==> config.mk <==
export PLATFORM = sky130hd
export DESIGN_NAME = dxp_engine
export DESIGN_NICKNAME = d
export VERILOG_FILES = /design/src/rtl/dxp_pkg.sv /design/src/rtl/dxp_halt_ctl.sv /design/src/rtl/dxp_sem.sv /design/src/rtl/dxp_walk_fsm.sv /design/src/rtl/dxp_engine.sv
export SDC_FILE = /design/constraint.sdc
export NUM_CORES = 1
export LEC_CHECK = 0
export BUFFER_PORTS_ARGS = -buffer_cell sky130_fd_sc_hd__buf_2
export CORE_MARGIN = 2
export CORE_UTILIZATION = 30
export DETAILED_ROUTE_END_ITERATION = 8
export PLACE_DENSITY_LB_ADDON = 0.05
export SLEW_MARGIN = 20
export SYNTH_ARGS = -nofsm -noshare
export SYNTH_HDL_FRONTEND = slang
export SYNTH_SLANG_ARGS = --single-unit
export TNS_END_PERCENT = 100
==> constraint.sdc <==
create_clock -name clk -period 6.2 [get_ports clk]
set_clock_uncertainty 0.1 [all_clocks]
set_input_delay 0.31 -clock clk [delete_from_list [all_inputs] [get_ports clk]]
set_output_delay 0.31 -clock clk [all_outputs]
set_load 0.05 [all_outputs]
==> src/rtl/dxp_pkg.sv <==
package dxp_pkg;
  localparam int DATA_W = 64;
  localparam int ADDR_W = 8;

  // register offsets (byte addresses)
  localparam logic [ADDR_W-1:0] OFS_CTRL = 8'h00;
  localparam logic [ADDR_W-1:0] OFS_VA   = 8'h08;
  localparam logic [ADDR_W-1:0] OFS_TRIG = 8'h18;
  localparam logic [ADDR_W-1:0] OFS_STAT = 8'h20;
  localparam logic [ADDR_W-1:0] OFS_PAR  = 8'h28;
  localparam logic [ADDR_W-1:0] OFS_SEM  = 8'h30;

  // field positions
  localparam int HALT_BIT   = 16;
  localparam int DIR_BIT    = 1;
  localparam int CACHE_LSB  = 2;
  localparam int CACHE_W    = 4;
  localparam int PROT_LSB   = 6;
  localparam int PROT_W     = 3;
  localparam int PAR_PA_LSB = 12;

  typedef enum logic [1:0] {WK_IDLE, WK_ISSUE, WK_WAIT} wk_state_e;

  // result word: page number at PAR_PA_LSB, fault flag at bit 0
  function automatic logic [DATA_W-1:0] pack_par(input logic [DATA_W-1:0] pa,
                                                 input logic fault);
    logic [DATA_W-1:0] w;
    if (fault) w = {{(DATA_W-1){1'b0}}, 1'b1};
    else       w = pa << PAR_PA_LSB;
    return w;
  endfunction
endpackage

==> src/rtl/dxp_halt_ctl.sv <==
module dxp_halt_ctl #(
  parameter int CNT_W = 8
) (
  input  logic clk,
  input  logic rst_n,
  input  logic halt_req,
  input  logic cli_issue,
  input  logic cli_retire,
  output logic cli_block,
  output logic halt_ack,
  output logic [CNT_W-1:0] outstanding
);
  logic inc, dec;

  assign cli_block = halt_req;
  assign inc = cli_issue && !halt_req;
  assign dec = cli_retire && (outstanding != '0);

  always_ff @(posedge clk or negedge rst_n) begin
    if (!rst_n) begin
      outstanding <= '0;
      halt_ack    <= 1'b0;
    end else begin
      if (inc && !dec)      outstanding <= outstanding + 1'b1;
      else if (dec && !inc) outstanding <= outstanding - 1'b1;
      halt_ack <= halt_req && (outstanding == '0);
    end
  end

  p_ack_drained_r2: assert property (@(posedge clk) disable iff (!rst_n)
    halt_ack |-> (outstanding == '0));
  p_ack_drop_r2: assert property (@(posedge clk) disable iff (!rst_n)
    $fell(halt_req) |=> !halt_ack);
endmodule

==> src/rtl/dxp_sem.sv <==
module dxp_sem (
  input  logic clk,
  input  logic rst_n,
  input  logic take,
  input  logic give,
  output logic free
);
  always_ff @(posedge clk or negedge rst_n) begin
    if (!rst_n)          free <= 1'b1;
    else if (give)       free <= 1'b1;
    else if (take)       free <= 1'b0;
  end

  p_sem_once_r8: assert property (@(posedge clk) disable iff (!rst_n)
    (take && free && !give) |=> !free);
endmodule

==> src/rtl/dxp_walk_fsm.sv <==
module dxp_walk_fsm
  import dxp_pkg::*;
#(
  parameter int SID_W   = 10,
  parameter int VA_W    = 48,
  parameter int PA_W    = 36,
  parameter int TMO_CYC = 1024
) (
  input  logic clk,
  input  logic rst_n,
  input  logic start,
  input  logic [SID_W-1:0] st_sid,
  input  logic [VA_W-1:0]  st_va,
  input  logic             st_write,
  input  logic [CACHE_W-1:0] st_cache,
  input  logic [PROT_W-1:0]  st_prot,
  output logic busy,
  output logic done,
  output logic [DATA_W-1:0] par,
  output logic               req_valid,
  input  logic               req_ready,
  output logic [SID_W-1:0]   req_sid,
  output logic [VA_W-1:0]    req_va,
  output logic               req_write,
  output logic [CACHE_W-1:0] req_cache,
  output logic [PROT_W-1:0]  req_prot,
  input  logic               rsp_valid,
  input  logic [PA_W-1:0]    rsp_pa,
  input  logic               rsp_fault
);
  localparam int TMR_W = $clog2(TMO_CYC + 1);

  wk_state_e state;
  logic [TMR_W-1:0] timer;
  logic tmo_hit, rsp_hit;

  assign busy      = (state != WK_IDLE);
  assign req_valid = (state == WK_ISSUE);
  assign rsp_hit   = (state == WK_WAIT) && rsp_valid;
  assign tmo_hit   = busy && (timer == TMR_W'(TMO_CYC - 1));
  assign done      = rsp_hit || tmo_hit;

  always_ff @(posedge clk or negedge rst_n) begin
    if (!rst_n) begin
      state     <= WK_IDLE;
      timer     <= '0;
      par       <= '0;
      req_sid   <= '0;
      req_va    <= '0;
      req_write <= 1'b0;
      req_cache <= '0;
      req_prot  <= '0;
    end else begin
      case (state)
        WK_IDLE: if (start) begin
          state     <= WK_ISSUE;
          timer     <= '0;
          req_sid   <= st_sid;
          req_va    <= st_va;
          req_write <= st_write;
          req_cache <= st_cache;
          req_prot  <= st_prot;
        end
        WK_ISSUE: if (req_ready) state <= WK_WAIT;
        default: ;
      endcase
      if (busy) timer <= timer + 1'b1;
      if (done) begin
        state <= WK_IDLE;
        if (rsp_hit) par <= pack_par(DATA_W'(rsp_pa), rsp_fault);
        else         par <= pack_par('0, 1'b1);
      end
    end
  end

  p_run_rise_r4: assert property (@(posedge clk) disable iff (!rst_n)
    (start && !busy) |=> busy);
  p_req_hold_r5: assert property (@(posedge clk) disable iff (!rst_n)
    (req_valid && !req_ready && !done) |=> req_valid && $stable(req_va) && $stable(req_sid));
  p_bounded_r7: assert property (@(posedge clk) disable iff (!rst_n)
    busy |-> (timer < TMR_W'(TMO_CYC)));
  p_done_idle_r4: assert property (@(posedge clk) disable iff (!rst_n)
    done |=> !busy);
endmodule

==> src/rtl/dxp_engine.sv <==
module dxp_engine
  import dxp_pkg::*;
#(
  parameter int SID_W   = 10,
  parameter int VA_W    = 48,
  parameter int PA_W    = 36,
  parameter int TMO_CYC = 1024,
  parameter int CNT_W   = 8
) (
  input  logic               clk,
  input  logic               rst_n,
  input  logic               bus_wr,
  input  logic               bus_rd,
  input  logic [ADDR_W-1:0]  bus_addr,
  input  logic [DATA_W-1:0]  bus_wdata,
  output logic [DATA_W-1:0]  bus_rdata,
  input  logic               cli_issue,
  input  logic               cli_retire,
  output logic               cli_block,
  output logic               wk_req_valid,
  input  logic               wk_req_ready,
  output logic [SID_W-1:0]   wk_req_sid,
  output logic [VA_W-1:0]    wk_req_va,
  output logic               wk_req_write,
  output logic [CACHE_W-1:0] wk_req_cache,
  output logic [PROT_W-1:0]  wk_req_prot,
  input  logic               wk_rsp_valid,
  input  logic [PA_W-1:0]    wk_rsp_pa,
  input  logic               wk_rsp_fault
);
  localparam int TRIG_W = PROT_LSB + PROT_W;

  logic [SID_W-1:0]  sid_q;
  logic              halt_q;
  logic [VA_W-1:0]   va_q;
  logic [TRIG_W-1:1] trig_q;
  logic halt_ack, busy, done, sem_free;
  logic [CNT_W-1:0] outstanding;
  logic [DATA_W-1:0] par;
  logic wr_ctrl, wr_va, wr_trig, wr_sem, rd_sem, trig_req, start;

  assign wr_ctrl  = bus_wr && (bus_addr == OFS_CTRL);
  assign wr_va    = bus_wr && (bus_addr == OFS_VA);
  assign wr_trig  = bus_wr && (bus_addr == OFS_TRIG);
  assign wr_sem   = bus_wr && (bus_addr == OFS_SEM) && (bus_wdata == '0);
  assign rd_sem   = bus_rd && (bus_addr == OFS_SEM);
  assign trig_req = wr_trig && bus_wdata[0];
  assign start    = trig_req && halt_ack && !busy;

  always_ff @(posedge clk or negedge rst_n) begin
    if (!rst_n) begin
      sid_q  <= '0;
      halt_q <= 1'b0;
      va_q   <= '0;
      trig_q <= '0;
    end else begin
      if (wr_ctrl) begin
        sid_q  <= bus_wdata[SID_W-1:0];
        halt_q <= bus_wdata[HALT_BIT];
      end
      if (wr_va)   va_q   <= bus_wdata[VA_W-1:0];
      if (wr_trig) trig_q <= bus_wdata[TRIG_W-1:1];
    end
  end

  always_comb begin
    bus_rdata = '0;
    case (bus_addr)
      OFS_CTRL: begin
        bus_rdata[SID_W-1:0] = sid_q;
        bus_rdata[HALT_BIT]  = halt_q;
      end
      OFS_VA:   bus_rdata[VA_W-1:0] = va_q;
      OFS_TRIG: bus_rdata[TRIG_W-1:1] = trig_q;
      OFS_STAT: bus_rdata[1:0] = {halt_ack, busy};
      OFS_PAR:  bus_rdata = par;
      OFS_SEM:  bus_rdata[0] = sem_free;
      default:  bus_rdata = '0;
    endcase
  end

  dxp_halt_ctl #(.CNT_W(CNT_W)) u_halt (
    .clk, .rst_n, .halt_req(halt_q), .cli_issue, .cli_retire,
    .cli_block, .halt_ack, .outstanding
  );

  dxp_sem u_sem (.clk, .rst_n, .take(rd_sem), .give(wr_sem), .free(sem_free));

  dxp_walk_fsm #(.SID_W(SID_W), .VA_W(VA_W), .PA_W(PA_W), .TMO_CYC(TMO_CYC)) u_walk (
    .clk, .rst_n, .start,
    .st_sid(sid_q), .st_va(va_q), .st_write(bus_wdata[DIR_BIT]),
    .st_cache(bus_wdata[CACHE_LSB +: CACHE_W]), .st_prot(bus_wdata[PROT_LSB +: PROT_W]),
    .busy, .done, .par,
    .req_valid(wk_req_valid), .req_ready(wk_req_ready), .req_sid(wk_req_sid),
    .req_va(wk_req_va), .req_write(wk_req_write), .req_cache(wk_req_cache),
    .req_prot(wk_req_prot), .rsp_valid(wk_rsp_valid), .rsp_pa(wk_rsp_pa),
    .rsp_fault(wk_rsp_fault)
  );

  p_trig_gated_r3: assert property (@(posedge clk) disable iff (!rst_n)
    (trig_req && (!halt_ack || busy)) |=> $stable(wk_req_sid) && !$rose(wk_req_valid));
  p_fault_no_pa_r6: assert property (@(posedge clk) disable iff (!rst_n)
    par[0] |-> (par[DATA_W-1:1] == '0));
  p_ack_only_halted_r2: assert property (@(posedge clk) disable iff (!rst_n)
    halt_ack |-> $past(halt_q));
endmodule

==> results.json <==
{
  "run_status": "finished, final reports clean",
  "worstPathMaxFanout": 8,
  "yosysTopAreaCellShare_pct": 56.39,
  "path_buf_inv": 1,
  "grt_use_total_pct": 17.07,
  "p_sw_uw": 769.7,
  "slowest_delay_ns": 0.88,
  "vias": 6398,
  "start_util_pct": 30.59,
  "cts_hold_buf": 29,
  "rsz0062_at_grt": "false",
  "setup_violations": 0,
  "final_max_slew_viol_count": 0,
  "portBuffers": 232,
  "synthArstFlopShare_pct": 100.0,
  "critPathSlowestCell": "o311ai_0",
  "ir_drop_mv": 0.1338,
  "postCtsSetupRepairBufs": 0,
  "cts.sinks": 193,
  "syn-cell-area_um2": 8521,
  "p_seq_share_pct": 48.7,
  "holdWs_ns": 0.01766,
  "period_minus_slack_ns": 3.541,
  "synth_commonest_cells": "dfrtp_1, mux2_2, a22o_1",
  "cp_top_family": "compound AO/OA/AOI/OAI gates",
  "required_ns": 6.43,
  "ys_types": 56,
  "cts-buffers-inserted": 17,
  "die-area_um2": 29770,
  "grt_pass1_wl_um": 39630,
  "finalCritPeriodShare_pct": 57.11,
  "setup-tns-final_ns": 0,
  "die_h_um": 172.5,
  "syn_avg_cell_area_um2": 13.27,
  "place_ws_ns": 2.669,
  "cap_violations": 0,
  "maxSlewHeadroom_pct": 27.60,
  "drtIter0Drc": 358,
  "grt_pass1_vias": 6745,
  "root_buffer": "clkbuf_16",
  "fillers": 2759,
  "rows": 61,
  "drc": 0,
  "syn_to_final_growth_pct": 27.94,
  "routabilityCongestion": 0.8399,
  "ios": 249,
  "ys_seq_area_share_pct": 56.70,
  "syn_inst": 642,
  "crit_top_cell": "nand2_1",
  "yosys_warnings": 0,
  "endpoint_kind": "flip-flop",
  "p_int_mw": 2.005,
  "clk_latency_ns": 0.44,
  "fin_ws_ns": 2.659,
  "layout.nets": 1021,
  "dr.pass1.iters": 4,
  "final_util_pct": 39.13,
  "hold_viol": 0,
  "pwr-share-comb_pct": 12.8,
  "clockBufferDepth": 2,
  "ant_nets": 0,
  "clock_power_share_pct": 38.5,
  "antenna_found_initial": 1,
  "synth-edff-count": 0,
  "clk_pin_slew_worst_paths_ns": 0.07,
  "synth.area.top_cells": "dfrtp_1, mux2_2, a22o_1",
  "grt_max_degree": 75,
  "cts_tree": "built",
  "die_w_um": 172.5,
  "synth_top_area_cell": "dfrtp_1",
  "ys.flop_type": "dfrtp_1",
  "fmax_ghz": 0.2824,
  "routed_wl_um": 25370,
  "routed_via_density": 4.975,
  "grt_overflow_total": 0,
  "path_class": "reg -> reg",
  "drive_above_1_share_pct": 44.76,
  "crit_chain": "nor4_1, nand2_1, nand2_1, ha_1, inv_1, ha_1, nand2_1, o311ai_0, mux2i_1, a221oi_1",
  "worstPathArrival_ns": 3.77,
  "finalPower_mw": 2.775,
  "synth_most_common_cell": "dfrtp_1",
  "powerDensity_nw_per_um2": 254.6,
  "dp_hpwl_um": 17400,
  "post_cts_resized": 0,
  "coreArea_um2": 27860,
  "leakage_nw": 5.665,
  "worstMarginPinSlew_ns": 1.083,
  "htreeDepth": 4,
  "ys_ff_latch": 193,
  "start_kind": "flip-flop",
  "routedWlPerCell_um": 19.72,
  "switching_share_pct": 27.74,
  "hp-class": "in -> reg"
}
-- routing by layer --
metal / routed length, um / vias to the layer above / GRT usage (%)
met5: 0 / - / 0
met4: 350 / 0 / 4.843
met3: 1280 / 23 / 3.716
met2: 12310 / 200 / 28.45
met1: 11430 / 3280 / 22.40
li1: - / 2895 / -
-- logic make-up (layout without fill, tap and decap cells) --
group,Yosys count,after routing,share of synthesized area (%)
AOI/OAI and AO/OA,129,129,12.04
xor gates and xnor gates,6,6,0.6167
adders and majority gates,9,9,1.410
buffers and inverters,61,311,3.598
DFF,193,193,56.70
muxes,139,139,18.30
other,1,17,0.04401
and+or+nand+nor,104,104,7.298
-- through the flow --
step                instance area (um2)  std cells
floorplan                          8577        657
global placement                  10030       1224
detailed placement                10040       1224
CTS                               10890       1284
global route                      10900       1286
finish                            10900       1286
-- registers in the layout, summed over array words and instances, names as in the netlist, 2 cells and up --
signal              count
u_walk.req_sid         10
u_walk.req_va          48
va_q                   48
u_walk.state            2
u_halt.outstanding      8
u_walk.par             37
u_walk.req_cache        4
sid_q                  10
u_walk.req_prot         3
trig_q                  8
u_walk.timer           11
-- path summary, 6_finish.rpt --
kind,from,endpoint,slack [ns],cells after the start
setup / recovery,u_halt.outstanding[0]$_DFFE_PN0P_,u_halt.outstanding[7]$_DFFE_PN0P_,2.66,10
hold / removal,wk_rsp_pa[34],u_walk.par[46]$_DFFE_PN0N_,0.02,2
setup reg to reg,u_halt.outstanding[0]$_DFFE_PN0P_,u_halt.outstanding[7]$_DFFE_PN0P_,2.66,10
hold reg to reg,u_walk.timer[8]$_DFFE_PN0P_,u_walk.timer[8]$_DFFE_PN0P_,0.38,1
max in group asynchronous,rst_n,u_walk.req_va[0]$_DFFE_PN0P_,4.29,3
min in group asynchronous,rst_n,u_walk.req_va[42]$_DFFE_PN0P_,0.31,2
-- worst register-to-register path, delay by kind of cell, from the launching register on --
kind	cells	cell delay [ns]
AOI/OAI and AO/OA	2	1.17
and+or+nand+nor	4	0.68
muxes	1	0.21
adders and majority gates	2	0.64
buffers and inverters	1	0.20
DFF	1	0.44
-- power by group through the flow --
stage               Clock, mW  Combinational (mW)  Sequential, mW
CTS                      1.10               0.358            1.35
global route             1.15               0.400            1.36
global placement            0               0.326            1.37
finish                   1.07               0.357            1.35
floorplan                   0               0.228            1.36
detailed placement          0               0.342            1.38
-- final cells by class --
type | instances | area (um2) | share of cell area [%]
diodes | 1 | 2.502 | 0.02295
clock buffers | 19 | 442.9 | 4.063
clock inverters | 12 | 117.6 | 1.079
inverters | 10 | 37.54 | 0.3443
multi-input cells | 403 | 3467 | 31.80
flip-flops and latches | 193 | 4831 | 44.31
well taps | 378 | 473.0 | 4.338
repair buffers | 270 | 1530 | 14.04
-- layout by cell type, fill, tap and decap left out, types with 3 or more instances in the layout --
cell type,instances
nor3_1,4
nand4_1,9
nor2b_1,3
and2_1,10
nand3b_1,5
nand3_1,5
clkinv_4,5
nand2_1,19
dlygate4sd3_1,30
ha_1,8
and3_1,3
o211ai_1,5
o21ai_0,18
mux2_2,127
dfrtp_1,192
mux2_1,7
inv_1,10
conb_1,16
xnor2_1,4
mux2i_1,5
inv_6,4
buf_2,231
nor2_1,9
buf_4,8
or4_1,3
a21oi_1,9
clkbuf_16,17
a22o_1,73
nor4_1,17
a221o_1,9
No activity file was read; power rests on OpenSTA's default activity.
